==> src/rtl/vsc_pkg.sv <==
package vsc_pkg;
  localparam int BPP_W      = 6;
  localparam int PACKED_BPP = 4;

  typedef enum logic {
    ST_IDLE = 1'b0,
    ST_DIV  = 1'b1
  } vsc_state_e;
endpackage

==> src/rtl/vsc_pix_bytes.sv <==
module vsc_pix_bytes
  import vsc_pkg::*;
#(
  parameter int CNT_W = 16,
  localparam int OUT_W = CNT_W + 3
) (
  input  logic [CNT_W-1:0] count_i,
  input  logic [BPP_W-1:0] bpp_i,
  output logic [OUT_W-1:0] bytes_o
);
  logic [BPP_W:0] per_px;

  always_comb begin
    per_px = ({1'b0, bpp_i} + (BPP_W+1)'(7)) >> 3;
    if (bpp_i == BPP_W'(PACKED_BPP))
      bytes_o = OUT_W'(count_i >> 1);
    else
      bytes_o = OUT_W'(count_i) * OUT_W'(per_px);
  end
endmodule

==> src/rtl/vsc_seq_div.sv <==
module vsc_seq_div #(
  parameter int DVD_W = 24,
  parameter int DVS_W = 19,
  localparam int CNT_W  = $clog2(DVD_W + 1),
  localparam int PROD_W = DVD_W + DVS_W
) (
  input  logic             clk_i,
  input  logic             rst_ni,
  input  logic             start_i,
  input  logic [DVD_W-1:0] dividend_i,
  input  logic [DVS_W-1:0] divisor_i,
  output logic             busy_o,
  output logic             done_o,
  output logic [DVD_W-1:0] quo_o
);
  logic [DVD_W-1:0] dvd_q, quo_q;
  logic [DVS_W-1:0] dvs_q, rem_q, rem_nx;
  logic [CNT_W-1:0] cnt_q;
  logic             busy_q, done_q;
  logic [DVS_W:0]   shifted, diff;
  logic             take;

  // one restoring step per cycle, MSB first
  always_comb begin
    shifted = {rem_q, quo_q[DVD_W-1]};
    diff    = shifted - {1'b0, dvs_q};
    take    = shifted >= {1'b0, dvs_q};
    rem_nx  = take ? diff[DVS_W-1:0] : shifted[DVS_W-1:0];
  end

  always_ff @(posedge clk_i or negedge rst_ni) begin
    if (!rst_ni) begin
      dvd_q  <= '0;
      dvs_q  <= '0;
      quo_q  <= '0;
      rem_q  <= '0;
      cnt_q  <= '0;
      busy_q <= 1'b0;
      done_q <= 1'b0;
    end else if (start_i) begin
      dvd_q  <= dividend_i;
      dvs_q  <= divisor_i;
      quo_q  <= dividend_i;
      rem_q  <= '0;
      cnt_q  <= CNT_W'(DVD_W);
      busy_q <= 1'b1;
      done_q <= 1'b0;
    end else if (busy_q) begin
      quo_q <= {quo_q[DVD_W-2:0], take};
      rem_q <= rem_nx;
      cnt_q <= cnt_q - CNT_W'(1);
      if (cnt_q == CNT_W'(1)) begin
        busy_q <= 1'b0;
        done_q <= 1'b1;
      end
    end else begin
      done_q <= 1'b0;
    end
  end

  assign busy_o = busy_q;
  assign done_o = done_q;
  assign quo_o  = quo_q;

  // quotient and remainder reconstruct the dividend
  p_div_exact_r3: assert property (@(posedge clk_i) disable iff (!rst_ni)
    done_q |-> ((PROD_W'(quo_q) * PROD_W'(dvs_q) + PROD_W'(rem_q)) == PROD_W'(dvd_q))
               && (rem_q < dvs_q));

  // a zero divisor never reaches the divider
  p_no_div_zero_r9: assert property (@(posedge clk_i) disable iff (!rst_ni)
    start_i |-> (divisor_i != '0));

  p_no_restart_busy_r10: assert property (@(posedge clk_i) disable iff (!rst_ni)
    busy_q |-> !start_i);
endmodule

==> src/rtl/vsc_start_calc.sv <==
module vsc_start_calc
  import vsc_pkg::*;
#(
  parameter int DIM_W = 16,
  localparam int LINE_W = DIM_W + 3,
  localparam int SUM_W  = LINE_W + DIM_W + 1,
  localparam int ADDR_W = SUM_W - 2
) (
  input  logic [LINE_W-1:0] line_off_i,
  input  logic [DIM_W-1:0]  xoff_i,
  input  logic [DIM_W-1:0]  yoff_i,
  input  logic [BPP_W-1:0]  bpp_i,
  output logic [ADDR_W-1:0] addr_o
);
  logic [LINE_W-1:0] x_bytes;
  logic [SUM_W-1:0]  byte_addr;

  vsc_pix_bytes #(.CNT_W(DIM_W)) u_x_bytes (
    .count_i(xoff_i),
    .bpp_i  (bpp_i),
    .bytes_o(x_bytes)
  );

  always_comb begin
    byte_addr = SUM_W'(line_off_i) * SUM_W'(yoff_i) + SUM_W'(x_bytes);
    addr_o    = byte_addr[SUM_W-1:2];
  end
endmodule

==> src/rtl/vscreen_addr_calc.sv <==
module vscreen_addr_calc
  import vsc_pkg::*;
#(
  parameter int DIM_W = 16,
  parameter int MEM_W = 24,
  localparam int LINE_W = DIM_W + 3,
  localparam int ADDR_W = LINE_W + DIM_W - 1,
  localparam int N_OFF  = 2
) (
  input  logic              clk_i,
  input  logic              rst_ni,
  input  logic [DIM_W-1:0]  xres_i,
  input  logic [DIM_W-1:0]  yres_i,
  input  logic [BPP_W-1:0]  bpp_i,
  input  logic [MEM_W-1:0]  vram_bytes_i,
  input  logic              vwidth_we_i,
  input  logic [DIM_W-1:0]  vwidth_i,
  input  logic              xoff_we_i,
  input  logic              yoff_we_i,
  input  logic [DIM_W-1:0]  off_i,
  output logic              busy_o,
  output logic [DIM_W-1:0]  vwidth_o,
  output logic [MEM_W-1:0]  vheight_o,
  output logic [LINE_W-1:0] line_off_o,
  output logic [DIM_W-1:0]  xoff_o,
  output logic [DIM_W-1:0]  yoff_o,
  output logic [ADDR_W-1:0] start_addr_o
);
  vsc_state_e        state_q;
  logic [LINE_W-1:0] cand_lo, pend_lo_q, lo_q;
  logic [DIM_W-1:0]  pend_w_q, vw_q;
  logic [MEM_W-1:0]  vh_q, quo;
  logic              div_start, div_busy, div_done, fits, commit;
  logic [ADDR_W-1:0] sa_calc, sa_q;
  logic              recalc_q;
  logic [N_OFF-1:0]  off_we, off_upd;
  logic [DIM_W-1:0]  off_val [N_OFF];

  vsc_pix_bytes #(.CNT_W(DIM_W)) u_lo_bytes (
    .count_i(vwidth_i),
    .bpp_i  (bpp_i),
    .bytes_o(cand_lo)
  );

  assign fits      = (vwidth_i >= xres_i) && (cand_lo != '0);
  assign div_start = (state_q == ST_IDLE) && vwidth_we_i && fits;
  assign commit    = (state_q == ST_DIV) && div_done && (quo >= MEM_W'(yres_i));

  vsc_seq_div #(.DVD_W(MEM_W), .DVS_W(LINE_W)) u_div (
    .clk_i     (clk_i),
    .rst_ni    (rst_ni),
    .start_i   (div_start),
    .dividend_i(vram_bytes_i),
    .divisor_i (cand_lo),
    .busy_o    (div_busy),
    .done_o    (div_done),
    .quo_o     (quo)
  );

  always_ff @(posedge clk_i or negedge rst_ni) begin
    if (!rst_ni) begin
      state_q   <= ST_IDLE;
      pend_w_q  <= '0;
      pend_lo_q <= '0;
      vw_q      <= '0;
      vh_q      <= '0;
      lo_q      <= '0;
    end else begin
      case (state_q)
        ST_IDLE: if (div_start) begin
          state_q   <= ST_DIV;
          pend_w_q  <= vwidth_i;
          pend_lo_q <= cand_lo;
        end
        ST_DIV: if (div_done) state_q <= ST_IDLE;
        default: state_q <= ST_IDLE;
      endcase
      if (commit) begin
        vw_q <= pend_w_q;
        vh_q <= quo;
        lo_q <= pend_lo_q;
      end
    end
  end

  assign off_we = {yoff_we_i, xoff_we_i};

  // per-channel offset storage, deferred while a division runs
  for (genvar ch = 0; ch < N_OFF; ch++) begin : g_off
    logic [DIM_W-1:0] val_q, pend_q;
    logic             pv_q, upd;

    always_comb begin
      upd = 1'b0;
      if (state_q == ST_IDLE) upd = off_we[ch];
      else if (div_done)      upd = off_we[ch] | pv_q;
    end

    always_ff @(posedge clk_i or negedge rst_ni) begin
      if (!rst_ni) begin
        val_q  <= '0;
        pend_q <= '0;
        pv_q   <= 1'b0;
      end else if (state_q == ST_IDLE) begin
        if (off_we[ch]) val_q <= off_i;
      end else if (div_done) begin
        val_q <= off_we[ch] ? off_i : (pv_q ? pend_q : val_q);
        pv_q  <= 1'b0;
      end else if (off_we[ch]) begin
        pend_q <= off_i;
        pv_q   <= 1'b1;
      end
    end

    assign off_val[ch] = val_q;
    assign off_upd[ch] = upd;
  end

  vsc_start_calc #(.DIM_W(DIM_W)) u_start (
    .line_off_i(lo_q),
    .xoff_i    (off_val[0]),
    .yoff_i    (off_val[1]),
    .bpp_i     (bpp_i),
    .addr_o    (sa_calc)
  );

  always_ff @(posedge clk_i or negedge rst_ni) begin
    if (!rst_ni) begin
      recalc_q <= 1'b0;
      sa_q     <= '0;
    end else begin
      recalc_q <= |off_upd;
      if (recalc_q) sa_q <= sa_calc;
    end
  end

  assign busy_o       = (state_q == ST_DIV);
  assign vwidth_o     = vw_q;
  assign vheight_o    = vh_q;
  assign line_off_o   = lo_q;
  assign xoff_o       = off_val[0];
  assign yoff_o       = off_val[1];
  assign start_addr_o = sa_q;

  p_narrow_reject_r1: assert property (@(posedge clk_i) disable iff (!rst_ni)
    (!busy_o && vwidth_we_i && (vwidth_i < xres_i)) |=>
      (!busy_o && $stable(vwidth_o) && $stable(line_off_o) && $stable(vheight_o)));

  p_short_reject_r4: assert property (@(posedge clk_i) disable iff (!rst_ni)
    (busy_o && div_done && (quo < MEM_W'(yres_i))) |=>
      ($stable(vwidth_o) && $stable(vheight_o) && $stable(line_off_o)));

  p_geom_at_div_end_r5: assert property (@(posedge clk_i) disable iff (!rst_ni)
    (!$stable(vwidth_o) || !$stable(line_off_o) || !$stable(vheight_o)) |->
      $past(div_done));

  p_busy_tracks_div_r8: assert property (@(posedge clk_i) disable iff (!rst_ni)
    div_busy |-> busy_o);
endmodule

==> config.mk <==
export PLATFORM = sky130hd
export DESIGN_NAME = vscreen_addr_calc
export DESIGN_NICKNAME = d
export VERILOG_FILES = /design/src/rtl/vsc_pkg.sv /design/src/rtl/vsc_pix_bytes.sv /design/src/rtl/vsc_seq_div.sv /design/src/rtl/vsc_start_calc.sv /design/src/rtl/vscreen_addr_calc.sv
export SDC_FILE = /design/constraint.sdc
export NUM_CORES = 1
export LEC_CHECK = 0
export BUFFER_PORTS_ARGS = -buffer_cell sky130_fd_sc_hd__buf_2
export CAP_MARGIN = 20
export CORE_UTILIZATION = 35
export CTS_BUF_LIST = sky130_fd_sc_hd__clkbuf_8
export CTS_CLUSTER_SIZE = 28
export DETAILED_ROUTE_END_ITERATION = 8
export GPL_TIMING_DRIVEN = 0
export PLACE_DENSITY = 0.48
export SLEW_MARGIN = 20
export SYNTH_ARGS = -nofsm -noshare
export SYNTH_HDL_FRONTEND = slang
export SYNTH_HIERARCHICAL = 1
export SYNTH_SLANG_ARGS = --single-unit
==> constraint.sdc <==
create_clock -name clk_i -period 8.15 [get_ports clk_i]
set_clock_uncertainty 0.05 [all_clocks]
set_input_delay 0.815 -clock clk_i [delete_from_list [all_inputs] [get_ports clk_i]]
set_output_delay 0.815 -clock clk_i [all_outputs]
set_load 0.005 [all_outputs]
==> summary.txt, run 1 <==
Finish
  – Area grow syn2layout: 17.59%
  – Final #Nets: around 3900
  – Final Cell Area: about 0.033 mm2
  – Finished Layout Cells: 4355
  – Fraction of layout cells with a size suffix above 1: a little over a fifth

Pwr
  – Max VDD drop: 178.1 uV
  – Leak: about 17 nW
  – Cell Pwr Density: ~210 mW/mm2

Timing
  – Final min period: about 8 ns
  – Slack of the critical path: between 0.01 and 0.015 ns
  – Worst-Margin Slew: ~0.88 ns
  – Rel. slew slack: ~41%
  – Max Slew Vio Count: 0
  – Final Hold Vio Count: 0
  – Max Fclk: between 0.1 and 0.15 GHz
  – Hold Slack: ~0.31 ns
  – Setup TNS: 0 ns
  – RSZ-0062 raised after global routing: true
  – Tcrit/Tclk final: about 100%
  – Setup violators final: 0

Clock tree
  – Worst-skew pair later-pin latency: about 0.66 ns
  – Htree depth: 2
  – CTS Root Cell: clkbuf_8
  – CTS tree: done
  – Number of CTS-inserted buffers: 52
  – Max Root-Sink Buffers: 3
  – Worst-path clk slew: ~0.060 ns
  – Sink Count: about 270

Place
  – Port Buffer Count: 224
  – Dpl ws: -1.724 ns
  – Placer congestion estimate: 0.8760
  – Placed Cells: 4211
  – Detail Placement HPWL: roughly 67000 um
  – Placed cell areas: roughly 0.030 mm2

Logic synthesis
  – Top-count cell post-synth: inv_1
  – Sequential fraction of the synthesis area: 23.80%
  – Synthesized cell area: roughly 0.028 mm2
  – Post-Syn Nets: 3554
  – Number of synthesized flops with an enable pin: 0
  – Synth async-reset ratio: 100.0%
  – FF+latch count, synth: 265
  – Ys flop type: dfrtp_1
  – Dominant cell type by area after synthesis: dfrtp_1
  – Syn Area/Cell: 9.495 um2
  – Area contributors post-synth: dfrtp_1 24%, fa_1 22%, ha_1 9.3%
  – Share of the synthesized area in the top cell type: between 20% and 30%
  – Synthesized netlist cell count: approximately 3000
  – Synth warnings: 6
  – Synth top cells by count: 497 x inv_1, 364 x nand2_1, 313 x fa_1
  – Distinct cells, synth: 95

Global route
  – Vias in the first global route: ~23000
  – First-pass GRT wire length: roughly 130000 um
  – GRT Util Overall: 21.20%
  – Antenna violations before repair: 2
  – Remaining Overflow, GRT: 0
  – Largest net degree at the start of global routing: a little under 100

Drt
  – Post-DRT Antenna Nets: 0
  – Routed vias: approximately 22000
  – Drt first pass iters: 5
  – Iter 0 DRT Violations: between 1000 and 1500
  – Overall routed net length: ~85000 um
  – DRC: 0
  – DR vias/cell: 4.991
  – WL per Instance: about 20 um

Floorplan
  – Die Ht: roughly 280 um
  – Die area: 0.08073 mm2
  – Row count: 103
  – Die W: approximately 280 um
  – Core Area: ~0.079 mm2
  – IO Pins: between 200 and 250
  – Initial Utilization: approximately a third

Setup path
  – Max FO, Critical Path: 7
  – Slowest cell on crit path: fa_1
  – Top cell by count, worst path: fa_1
  – Setup CP Type: input port to flip-flop
  – Worst EP arrival: approximately 8.6 ns
  – WP data required: just under 9 ns
  – Worst R2R Path Depth: 29
  – Crit. End Element: flip-flop
  – Critical path launch point type: input port
  – CP peak stage delay: approximately 0.57 ns

Job
  – MaxCap Viol Count: 0

Outcome
  – Status: completed

Worst hold path
  – Hold Crit Class: input port to flip-flop
  – Hold Path Depth: 3
kinds of logic (layout without fill, tap and decap cells):
kind of cell,count (synthesis),count (layout),share of synthesized area (%)
and+or+nand+nor,821,821,14.73
other,0,4,0
adders and majority gates,521,521,31.83
buffers and inverters,617,984,8.605
muxes,236,236,9.355
DFF,265,265,23.80
AOI/OAI and AO/OA,404,404,9.472
xor gates and xnor gates,70,70,2.201
routing by layer:
layer	vias to the layer above	wire (um)	track usage, %
li1	10100	-	-
met1	10970	36530	27.38
met2	549	41990	36.45
met3	121	3585	2.512
met4	0	2783	7.500
met5	-	0	0
final timing paths:
| kind | startpoint | slack (ns) | end |
|---|---|---|---|
| worst max-delay path | bpp_i[0] | 0.01 | start_addr_o[29]$_DFFE_PN0P_ |
| worst min-delay path | vram_bytes_i[20] | 0.31 | u_div/quo_o[20]$_DFFE_PN0P_ |
| worst max register to register | xoff_o[5]$_DFFE_PN0P_ | 0.50 | start_addr_o[29]$_DFFE_PN0P_ |
| worst min register to register | start_addr_o[10]$_DFFE_PN0P_ | 0.45 | start_addr_o[10]$_DFFE_PN0P_ |
| max in group asynchronous | rst_ni | 5.88 | start_addr_o[11]$_DFFE_PN0P_ |
| min in group asynchronous | rst_ni | 0.56 | vheight_o[2]$_DFFE_PN0P_ |
worst max-delay path, delay by kind of cell:
| family | cells | cell delay [ns] |
|---|---|---|
| xor+xnor | 2 | 0.36 |
| simple gates | 6 | 0.76 |
| compound gates | 6 | 1.61 |
| fa+ha+maj | 8 | 3.61 |
| buf+inv | 10 | 0.93 |
| mux | 2 | 0.50 |
flip-flops by register name (all words and copies together), names as in the netlist, 19 cells and up:
name / count
g_off.pend_q: 32
u_div/rem_q: 19
pend_lo_q: 19
start_addr_o: 34
line_off_o: 19
vheight_o: 24
u_div/dvs_q: 19
u_div/quo_o: 24
stage by stage:
step,total power [mW],utilization (%)
after global routing,7.487,41.53
after global placement,5.007,38.48
after CTS,6.840,40.72
after floorplan,3.901,-
final,6.944,41.54
after detailed placement,5.066,38.60
layout by cell type, fill, tap and decap left out, drive strengths merged, types with 22 or more instances in the layout:
cell    count
inv       510
nand2     365
fa        313
buf       305
dfrtp     265
ha        208
mux2      165
and2      155
clkbuf    149
o21ai     138
a21oi     109
nor2       73
mux2i      71
nor2b      54
xnor2      44
a21o       31
and3       28
nand2b     28
nand3      26
xor2       26
a211oi     22
repair_timing:
action | in CTS | in global routing
gates cloned | 0 | 0
setup buffers | 17 | 26
hold buffers | 1 | 0
resized for setup | 61 | 106
endpoints found under the setup margin | 47 | 54
endpoints found under the hold margin | 39 | 0
pin swaps | 30 | 36
report_power, final:
part / switching, mW / internal [mW]
sequential: 0.401 / 1.58
combinational: 2.03 / 1.37
clock: 0.654 / 0.910
total: 3.09 / 3.86
area by class of cell:
class	instances	area [um2]
multi-input cells	2052	19540
fillers	7902	46110
repair buffers	271	1640
plain buffers	120	551.8
clock buffers	64	880.8
inverters	497	1866
flip-flops and latches	265	6631
diodes	4	10.01
well taps	1050	1314
clock inverters	32	325.3
(Power assumes the default switching activity.)
==> inputs of run 2 (changes only) <==
--- a/config.mk
+++ b/config.mk
@@ -5,14 +5,15 @@
 export SDC_FILE = /design/constraint.sdc
 export NUM_CORES = 1
 export LEC_CHECK = 0
-export BUFFER_PORTS_ARGS = -buffer_cell sky130_fd_sc_hd__buf_2
+export ABC_AREA = 0
+export BUFFER_PORTS_ARGS = -buffer_cell sky130_fd_sc_hd__clkbuf_2
 export CAP_MARGIN = 20
 export CORE_UTILIZATION = 35
 export CTS_BUF_LIST = sky130_fd_sc_hd__clkbuf_8
 export CTS_CLUSTER_SIZE = 28
 export DETAILED_ROUTE_END_ITERATION = 8
 export GPL_TIMING_DRIVEN = 0
-export PLACE_DENSITY = 0.48
+export PLACE_DENSITY = 0.62
 export SLEW_MARGIN = 20
 export SYNTH_ARGS = -nofsm -noshare
 export SYNTH_HDL_FRONTEND = slang
==> run 2 against run 1 <==
Against the previous run: sequential power barely moved; global-route usage fell by 0.99 points; core utilization fell by 0.35 points; sequential share of layout area rose by 0.17 points; final cell count fell by 0.25%; first-iteration DRC count rose by 1.1%; maximum frequency fell by 1.1%; cell area fell by 0.85%; non-clock buffer count fell by 5; the flow now finishes with violations (setup timing); die area did not move; count of clock-buffer cells in the layout rose by 2.
==> summary.txt, run 2 (synthesized netlist as in run 1, its figures left out) <==
Outcome
  – Status: finished, violations left
  – Failing checks: setup timing

Timing
  – Max Slew Vio Count: 0 (unchanged)
  – RSZ-0062 raised after global routing: true
  – Worst-Margin Slew: 0.8524 ns (-0.03089 ns)
  – Final Hold Vio Count: 0 (unchanged)
  – Max Fclk: 0.1215 GHz (-1.1%)
  – Tcrit/Tclk final: 101.0% (+1.1 points)
  – Setup violators final: 3 (+3)
  – Rel. slew slack: 42.43% (+1.3 points)
  – Final min period: 8.233 ns (+0.09322 ns)
  – Slack of the critical path: -0.08283 ns (-0.09322 ns)

Pwr
  – Max VDD drop: 117.2 uV (-34%)
  – Net switching power: 3.043 mW (-1.4%)
  – Cell Pwr Density: 207.5 mW/mm2 (-2.1%)
  – Pint: 3.698 mW (-4.1%)
  – Combinational power share: 48.6% (-0.4 points)
  – Sequential share of power: 29.7% (+1.2 points)
  – Leak: 16.54 nW (-0.87%)
  – Sw frac: 45.14% (+0.69 points)
  – Pwr Total: 6.741 mW (-2.9%)
  – Clock network fraction of total power: 21.7% (-0.8 points)

Finish
  – Post-layout util: 41.18% (-0.35 points)
  – Final #Nets: 3874 (-0.13%)
  – Area grow syn2layout: 16.59%
  – Fraction of layout cells with a size suffix above 1: 20.20% (-0.82 points)
  – Final Cell Area: 0.03248 mm2 (-0.85%)
  – Most common cell after layout, fill and taps aside: inv_1
  – Max reg flops: 34 (unchanged)
  – Most frequent cells in the layout: 488 x inv_1, 363 x nand2_1, 310 x fa_1

Drt
  – Post-DRT Antenna Nets: 0 (unchanged)
  – WL per Instance: 18.63 um (-4.4%)
  – Iter 0 DRT Violations: 1172 (+1.1%)
  – DR vias/cell: 4.979 (-0.24%)
  – Drt first pass iters: 5 (unchanged)
  – DRC: 0 (unchanged)
  – Routed vias: 21630 (-0.50%)
  – Overall routed net length: 80940 um (-4.6%)

Clock tree
  – CTS Root Cell: clkbuf_8
  – Sink Count: 265 (unchanged)
  – Worst-path clk slew: 0.06 ns (about the same)
  – Htree depth: 2 (unchanged)
  – Number of CTS-inserted buffers: 52 (unchanged)
  – Max Root-Sink Buffers: 3 (unchanged)
  – CTS tree: done
  – Worst-skew pair later-pin latency: 0.68 ns (+0.02 ns)

Setup path
  – Max FO, Critical Path: 10 (+3)
  – Crit. End Element: flip-flop
  – Critical path launch point type: input port
  – R2R Setup Slk: 0.26 ns (-0.24 ns)
  – WP data required: 8.61 ns (-0.03 ns)
  – Worst R2R Path Depth: 31 (+6.9%)
  – Crit path launch: bpp_i[1]
  – Worst r2r src: xoff_o[1]$_DFFE_PN0P_
  – Worst EP arrival: 8.70 ns (+0.07 ns)
  – CP peak stage delay: 0.55 ns (-0.02 ns)
  – Setup CP Type: input port to flip-flop
  – Slowest cell on crit path: fa_1

Floorplan
  – Core Area: 0.07887 mm2 (unchanged)
  – Row count: 103 (unchanged)
  – Initial Utilization: 35.32% (unchanged)
  – Die W: 284.1 um (unchanged)
  – Die Ht: 284.1 um (unchanged)
  – Die area: 0.08073 mm2 (unchanged)
  – IO Pins: 225 (unchanged)

Place
  – Placed cell areas: 0.03044 mm2 (about the same)
  – Dpl ws: -1.599 ns (+0.1250 ns)
  – Detail Placement HPWL: 63450 um (-5.5%)
  – Placer congestion estimate: 0.8901 (+1.6%)
  – Port Buffer Count: 224 (unchanged)

Worst hold path
  – Hold Crit Class: input port to flip-flop
  – Hold path start: vram_bytes_i[22]
  – Hold Path Depth: 3 (unchanged)

Job
  – MaxCap Viol Count: 0 (unchanged)

Global route
  – Antenna violations before repair: 4 (+2)
  – GRT Util Overall: 20.21% (-0.99 points)
  – Largest net degree at the start of global routing: 79 (-19%)
  – Remaining Overflow, GRT: 0 (unchanged)
  – Vias in the first global route: 22600 (-2.1%)
  – First-pass GRT wire length: 128100 um (-4.0%)
[run 2: cell types whose count changed in the layout (fill, tap and decap cells not counted), sizes merged]
cell	previous run	this run
clkbuf	149	370
buf	305	81
bufinv	6	3
diode	4	2
clkinv	13	8
clkinvlp	0	2
[run 2: stage by stage]
step           setup TNS (ns)  instances  hold WS, ns
6_report              -0.1321       4344       0.3270
5_1_grt                -1.837       4344       0.3061
4_1_cts                     0       4319       0.2490
3_3_place_gp           -36.67       4208       0.4341
3_5_place_dp           -37.81       4211       0.4389
2_1_floorplan               0       2934       0.4249
[run 2: worst paths after layout]
check                                                      end
worst max-delay path              start_addr_o[29]$_DFFE_PN0P_
worst min register to register       line_off_o[4]$_DFFE_PN0P_
max in group asynchronous             pend_w_q[13]$_DFFE_PN0P_
worst min-delay path               u_div/quo_o[22]$_DFFE_PN0P_
worst max register to register    start_addr_o[29]$_DFFE_PN0P_
min in group asynchronous       g_off[1].pend_q[7]$_DFFE_PN0P_
[run 2: power groups by stage]
stage               Combinational (mW)  Sequential (mW)  Clock [mW]
floorplan                         2.10             1.80           0
global placement                  2.96             2.02           0
detailed placement                3.01             2.02           0
CTS                               3.14             2.00        1.53
global route                      3.65             2.03        1.58
finish                            3.27             2.00        1.47
[run 2: area by class of cell]
class	count	area, um2
Timing Repair Buffer	267	1590
Antenna cell	2	5.005
Sequential cell	265	6631
Multi-Input combinational cell	2052	19410
Clock buffer	66	908.4
Clock inverter	26	217.7
Tap cell	1050	1314
Buffer	119	533.0
Fill cell	7947	46390
Inverter	497	1866
[run 2: worst max-delay path, delay by kind of cell]
family,cells,cell delay [ns]
AOI/OAI and AO/OA,7,1.54
buffers and inverters,9,0.95
xor gates and xnor gates,3,0.52
and+or+nand+nor,6,1.01
muxes,1,0.26
adders and majority gates,8,3.58
[run 2: timing repair]
item,in CTS,in global routing
setup endpoints to repair,15,50
gates resized for setup,45,99
hold buffers,1,0
pin swaps,27,68
endpoints found under the hold margin,1,0
buffers inserted,14,25
cloned,1,0
[run 2: per-layer routing]
metal  vias to the layer above  track usage, %  part of all wire (%)  routed length [um]
met1                     10820           25.95                    43               34920
li1                      10090               -                     -                   -
met3                       146           2.945                   4.9                3961
met4                         4           7.258                   3.7                2973
met5                         -               0                 0.028                  23
met2                       573           34.47                    48               39060
